<file path="src/rtl/iir_rc_pkg.sv">
package iir_rc_pkg;

  // Strobes from control to datapath
  typedef struct packed {
    logic load;   // accept the present sample
    logic clear;  // return state to zero
  } ctlStrobe_t;

endpackage

</file>
<file path="src/rtl/iir_rc_control.sv">
module iir_rc_control
  import iir_rc_pkg::*;
(
  input  logic       clk,
  input  logic       rst,
  input  logic       inValid,
  output ctlStrobe_t ctl,
  output logic       outValid
);

  always_comb begin
    ctl.clear = rst;
    ctl.load  = inValid & ~rst;
  end

  always_ff @(posedge clk) begin
    if (rst) outValid <= 1'b0;
    else     outValid <= inValid;
  end

  // strobe follows an accepted sample by one cycle
  assert_valid_after_accept_R2: assert property (@(posedge clk) disable iff (rst)
    inValid |=> outValid);

  // no strobe after an idle edge
  assert_quiet_after_idle_R2: assert property (@(posedge clk) disable iff (rst)
    !inValid |=> !outValid);

endmodule

</file>
<file path="src/rtl/iir_rc_datapath.sv">
module iir_rc_datapath
  import iir_rc_pkg::*;
#(
  parameter int SAMPLE_W   = 8,
  parameter int GAIN_SHIFT = 3
) (
  input  logic                       clk,
  input  ctlStrobe_t                 ctl,
  input  logic signed [SAMPLE_W-1:0] inSample,
  output logic signed [SAMPLE_W-1:0] yOut
);

  localparam int ERR_W = SAMPLE_W + 2;
  localparam int REM_W = GAIN_SHIFT;

  logic signed [SAMPLE_W-1:0] yQ;
  logic        [REM_W-1:0]    remQ;
  logic signed [ERR_W-1:0]    xWide;
  logic signed [ERR_W-1:0]    yWide;
  logic signed [ERR_W-1:0]    remWide;
  logic signed [ERR_W-1:0]    errTerm;
  logic signed [ERR_W-1:0]    quot;
  logic signed [SAMPLE_W-1:0] yNext;
  logic        [REM_W-1:0]    remNext;

  always_comb begin
    xWide   = {{2{inSample[SAMPLE_W-1]}}, inSample};
    yWide   = {{2{yQ[SAMPLE_W-1]}}, yQ};
    remWide = $signed({{(ERR_W-REM_W){1'b0}}, remQ});
    errTerm = xWide - yWide + remWide;
    quot    = errTerm >>> GAIN_SHIFT;          // floor division by 2^GAIN_SHIFT
    remNext = errTerm[REM_W-1:0];              // floor modulo
    yNext   = yQ + quot[SAMPLE_W-1:0];
  end

  always_ff @(posedge clk) begin
    if (ctl.clear) begin
      yQ   <= '0;
      remQ <= '0;
    end else if (ctl.load) begin
      yQ   <= yNext;
      remQ <= remNext;
    end
  end

  assign yOut = yQ;

  // idle edges leave state alone
  assert_hold_when_idle_R4: assert property (@(posedge clk) disable iff (ctl.clear)
    !ctl.load |=> ($stable(yQ) && $stable(remQ)));

  // input equal to output is a fixed point
  assert_fixed_point_R7: assert property (@(posedge clk) disable iff (ctl.clear)
    (ctl.load && inSample == yQ) |=> $stable(yQ));

  // rising toward input never passes it
  assert_no_overshoot_up_R6: assert property (@(posedge clk) disable iff (ctl.clear)
    (ctl.load && inSample >= yQ) |=> (yQ >= $past(yQ) && yQ <= $past(inSample)));

  // falling toward input never passes it
  assert_no_overshoot_down_R6: assert property (@(posedge clk) disable iff (ctl.clear)
    (ctl.load && inSample < yQ) |=> (yQ <= $past(yQ) && yQ >= $past(inSample)));

endmodule

</file>
<file path="src/rtl/iir_remainder_smoother.sv">
module iir_remainder_smoother
  import iir_rc_pkg::*;
#(
  parameter int SAMPLE_W   = 8,
  parameter int GAIN_SHIFT = 3
) (
  input  logic                       clk,
  input  logic                       rst,
  input  logic                       inValid,
  input  logic signed [SAMPLE_W-1:0] inSample,
  output logic signed [SAMPLE_W-1:0] outSample,
  output logic                       outValid
);

  ctlStrobe_t ctl;

  iir_rc_control u_ctrl (
    .clk      (clk),
    .rst      (rst),
    .inValid  (inValid),
    .ctl      (ctl),
    .outValid (outValid)
  );

  iir_rc_datapath #(
    .SAMPLE_W   (SAMPLE_W),
    .GAIN_SHIFT (GAIN_SHIFT)
  ) u_dp (
    .clk      (clk),
    .ctl      (ctl),
    .inSample (inSample),
    .yOut     (outSample)
  );

endmodule

</file>
<file path="config.mk">
export PLATFORM = sky130hd
export DESIGN_NAME = iir_remainder_smoother
export DESIGN_NICKNAME = d
export VERILOG_FILES = /design/src/rtl/iir_rc_pkg.sv /design/src/rtl/iir_rc_control.sv /design/src/rtl/iir_rc_datapath.sv /design/src/rtl/iir_remainder_smoother.sv
export SDC_FILE = /design/constraint.sdc
export NUM_CORES = 1
export LEC_CHECK = 0
export BUFFER_PORTS_ARGS = -buffer_cell sky130_fd_sc_hd__buf_2
export CAP_MARGIN = 15
export CELL_PAD_IN_SITES_DETAIL_PLACEMENT = 0
export CELL_PAD_IN_SITES_GLOBAL_PLACEMENT = 2
export CORE_MARGIN = 2
export CORE_UTILIZATION = 37
export CTS_CLUSTER_SIZE = 10
export DETAILED_ROUTE_END_ITERATION = 16
export HOLD_SLACK_MARGIN = 0.12
export PLACE_DENSITY = 0.81
export RECOVER_POWER = 100
export SYNTH_ARGS = -nofsm -noshare
export SYNTH_HDL_FRONTEND = slang
export SYNTH_SLANG_ARGS = --single-unit
</file>
<file path="constraint.sdc">
create_clock -name clk -period 13.6 [get_ports clk]
set_input_delay 2.72 -clock clk [delete_from_list [all_inputs] [get_ports clk]]
set_output_delay 2.72 -clock clk [all_outputs]
set_load 0.02 [all_outputs]
</file>
Yosys cells after proc, flatten, opt, wreduce, memory -nomap -nowiden. Index checks and enable logic that the tools add are counted.

Register bits after elaboration: 12. Input port bits: 11. Output and inout bits: 9. Word-level logic and storage cells: 8.

$add $sub $neg: 3. Bitwise logic cells: 2.

Operators with widths (number): $add A10 B4 Y10 (1); $sub A8 B8 Y9 (1); $add A8 B8 Y8 (1); $and A1 B1 Y1 (1); $not A1 Y1 (1).

Depth between registers and ports, before layout.
Depth in word-level cells: 3. Gate-level depth with buffers: 18. Gate-level depth less buffers: 18.

Hierarchy. A second synthesis with hierarchy kept.

Cells, all modules: 152. Area, all modules: 1285.0 µm².

By module, submodules not included: iir_rc_datapath (instances 1, cells an instance 148, area an instance 1244.9 µm²); iir_rc_control (instances 1, cells an instance 4, area an instance 40.0 µm²).

Worst setup path after synthesis. No wires, ideal clock.

Path type: input to register. Start point: input inSample[0]. End point: register u_dp.yQ[7] (netlist: u_dp.yOut[7]). Setup time: 0.135 ns. Data arrival time: 6.010 ns. Setup slack: 7.455 ns. Stages on the path: 17. Buffers on the path: 0. Path through: inv_1 > ha_1 > fa_1 > inv_1 > ha_1 > a21o_1 > a21oi_1 > and4bb_4 > nand2_1 > xnor2_1 > ha_1 > nand3_1 > o211ai_1 > o41ai_4 > and4b_1 > nor4_1 > o311ai_1.

Cells in the longest elaborated chain, start to end: 3.

Ends and longest elaborated chain: start: declaration (RTL line iir_remainder_smoother.sv:10) `input logic signed [SAMPLE_W-1:0] inSample,`; $sub A8 B8 Y9 (RTL line iir_rc_datapath.sv:30) `errTerm = xWide - yWide + remWide;`; $add A10 B4 Y10 (RTL line iir_rc_datapath.sv:30); $add A8 B8 Y8 (RTL line iir_rc_datapath.sv:33) `yNext = yQ + quot[SAMPLE_W-1:0];`; end signal: assignment (RTL line iir_rc_datapath.sv:41) `yQ <= yNext;`; end: declaration (RTL line iir_rc_datapath.sv:16) `logic signed [SAMPLE_W-1:0] yQ;`.

Every way passes these cells. A chain may end at the register's enable or synchronous reset.

Worst setup path in the final report. Ends and elaborated chain as after synthesis.

==> results.py <==
metrics = {
    "floorplanning": {
        "start_util": 0.384,
        "fp.coreArea_mm2": 0.00366,
        "rows": 22,
        "ios": 20,
        "dieHeight_um": 65.7,
        "die_w_um": 65.7,
        "die_area_mm2": 0.00431,
    },
    "placed_design": {
        "place_congestion": 0.798,
        "dp_hpwl_mm": 2.53,
        "numPortBuffers": 19,
        "preCtsSetupSlack_ns": 7.03,
    },
    "cells_and_area": {
        "diodes": 0,
        "layout_commonest_cell": "nor2_1",
        "final_cell_mix": "nor2_1 (25), ha_1 (18), inv_1 (17)",
        "syn_to_final_growth_pct": 10.9,
        "drive_gt1_frac": 0.0952,
        "fin_nets": 222,
    },
    "pwr": {
        "peakVddDrop_mv": 0.120,
        "p_leak_nw": 0.705,
        "power_density_mw_per_mm2": 255,
    },
    "timing": {
        "period_minus_slack_ns": 6.78,
        "relSlewSlack": 0.371,
        "report.final.slew_viol_count": 0,
        "setup_ws_ns": 6.82,
        "rsz0062_at_grt": "false",
        "tns_ns": 0,
        "max_freq_mhz": 148,
        "period_share": 0.498,
        "hold_viol": 0,
        "fin_skew_ns": 0.000977,
        "max_slew.worst_pin.slew_ns": 0.932,
        "setup_violations": 0,
    },
    "route": {
        "drt_iter0_drc": 54,
        "drt-total-wl_mm": 3.07,
        "via_per_inst": 5.14,
        "via_count": 1217,
        "wl_per_cell_um": 13.0,
        "drtPass1Iterations": 4,
        "drcViolationCount": 0,
        "postRouteAntennaNets": 0,
    },
    "synth": {
        "netlist_area_mm2": 0.00141,
        "ys_async_sr_fraction": 0,
        "synth_warnings": 0,
        "ys_seq_area_frac": 0.171,
        "yosysUniqueCellTypes": 44,
        "ys.flop_type": "dfxtp_1",
        "synth-edff-count": 0,
        "syn_inst": 170,
        "ys_ff_latch": 12,
        "syn_nets": 202,
        "syn-mean-instance-area_um2": 8.27,
    },
    "setup_path": {
        "crit_fanout": 6,
        "crit_type": "in -> reg",
        "startpoint_type": "input pin",
        "cp-end-kind": "flop",
        "cp.required_ns": 13.69,
        "arrival_ns": 6.87,
    },
    "global_route": {
        "grt_max_degree": 16,
        "track_usage": 0.160,
        "grt_pass1_wl_mm": 5.38,
        "overflow": 0,
        "grt_pass1_vias": 1207,
        "antenna_found_initial": 0,
    },
    "clock_tree": {
        "path_clk_slew_ns": 0.05,
        "cts_root_buffer": "clkbuf_8",
        "clockBufferDepth": 2,
        "cts_tree": "built",
        "clock_sinks": 12,
        "numCtsBuffers": 3,
        "cts_hold_buf": 0,
        "h-tree-depth": 1,
        "clkLatencyLatePin_ns": 0.25,
        "postCtsSetupRepairBufs": 0,
        "cts_resized": 0,
    },
    "status": {
        "status": "completed",
    },
    "run": {
        "maxCapViolCount": 0,
    },
    "hold_path": {
        "hp-class": "reg -> reg",
    },
}
-- metal layers --
layer  vias to the layer above  wire, um  GRT usage
met5                         -         0          0
met4                         0        45     0.0703
met3                         4        77     0.0120
met2                        16      1350      0.256
met1                       553      1600      0.217
li1                        644         -          -
-- state kept, by name, indices dropped and copies added (netlist names) --
register and count:
u_ctrl.outValid 1, u_dp.remQ 3, u_dp.yOut 8
-- through the flow --
step	util	cells	hold WS [ns]	total power, mW	instance area (um^2)
after floorplan	-	170	0.467	0.310	1410
after global placement	0.420	233	0.482	0.364	1540
after detailed placement	0.420	233	0.498	0.367	1540
after CTS	0.435	237	0.513	0.411	1590
after global routing	0.426	237	0.547	0.442	1560
final	0.426	237	0.511	0.398	1560
-- synth_stat cells (2+ instances only) --
master / number / area [um^2]
inv_1: 17 / 63.8
o21ai_1: 2 / 10.0
xnor2_1: 11 / 96.3
nor2b_1: 3 / 18.8
fa_1: 3 / 60.1
o211ai_1: 2 / 15.0
a21oi_1: 13 / 65.1
nor3b_1: 3 / 22.5
nand3_1: 3 / 15.0
nor4_1: 3 / 18.8
o21ai_0: 2 / 10.0
o211ai_2: 2 / 25.0
nor2_1: 25 / 93.8
xor2_1: 4 / 35.0
a211oi_1: 2 / 15.0
ha_1: 18 / 225
nand2_1: 6 / 22.5
nand2b_1: 2 / 12.5
dfxtp_1: 12 / 240
or3_1: 2 / 12.5
a21o_1: 4 / 30.0
clkbuf_1: 3 / 11.3
mux2i_1: 7 / 70.1
-- critical path, stage by stage --
cell and delay (ns):
buf_2 0.07, inv_1 0.03, ha_1 0.23, fa_1 0.50
inv_1 0.07, ha_1 0.27, a21o_1 0.18, a21oi_1 0.25
and4bb_1 0.31, nand2_1 0.10, xnor2_1 0.13, ha_1 0.31
nand3_1 0.11, o211ai_1 0.12, o41ai_1 0.78, and4b_1 0.28
nor4_1 0.27, o311ai_1 0.15
-- final cells by class --
class,instances,area [um^2]
Clock buffer,4,55.1
Timing Repair Buffer,19,82.6
Inverter,17,63.8
Sequential cell,12,240
Tap cell,48,60.1
Fill cell,377,2100
Multi-Input combinational cell,137,1060
-- logic make-up (layout without fill, tap and decap cells) --
group / after synthesis / in the layout / share of synthesized area
AND/OR/NAND/NOR: 55 / 55 / 0.214
multiplexers: 7 / 7 / 0.0498
AO/OA/AOI/OAI: 39 / 39 / 0.208
adder cells (fa/ha/maj): 21 / 21 / 0.203
buffers and inverters: 21 / 40 / 0.0614
flip-flops: 12 / 12 / 0.171
XOR/XNOR: 15 / 15 / 0.0934
-- final timing paths --
path,from,endpoint,slack (ns),cells past startpoint
min,u_dp.remQ[2]$_SDFFE_PP0P_,u_dp.remQ[2]$_SDFFE_PP0P_,0.51,2
max,inSample[0],u_dp.yOut[7]$_SDFFE_PP0P_,6.82,18
max reg2reg,u_dp.yOut[0]$_SDFFE_PP0P_,u_dp.yOut[7]$_SDFFE_PP0P_,9.06,16
min reg2reg,u_dp.remQ[2]$_SDFFE_PP0P_,u_dp.remQ[2]$_SDFFE_PP0P_,0.51,2
-- report_power, final --
| group | total [mW] | internal (mW) | switching (mW) |
|---|---|---|---|
| combinational | 0.298 | 0.127 | 0.171 |
| sequential | 0.0603 | 0.0478 | 0.0126 |
| clock | 0.0397 | 0.0256 | 0.0140 |
| total | 0.398 | 0.201 | 0.197 |
Note: power is estimated with default switching activity, not from simulation.
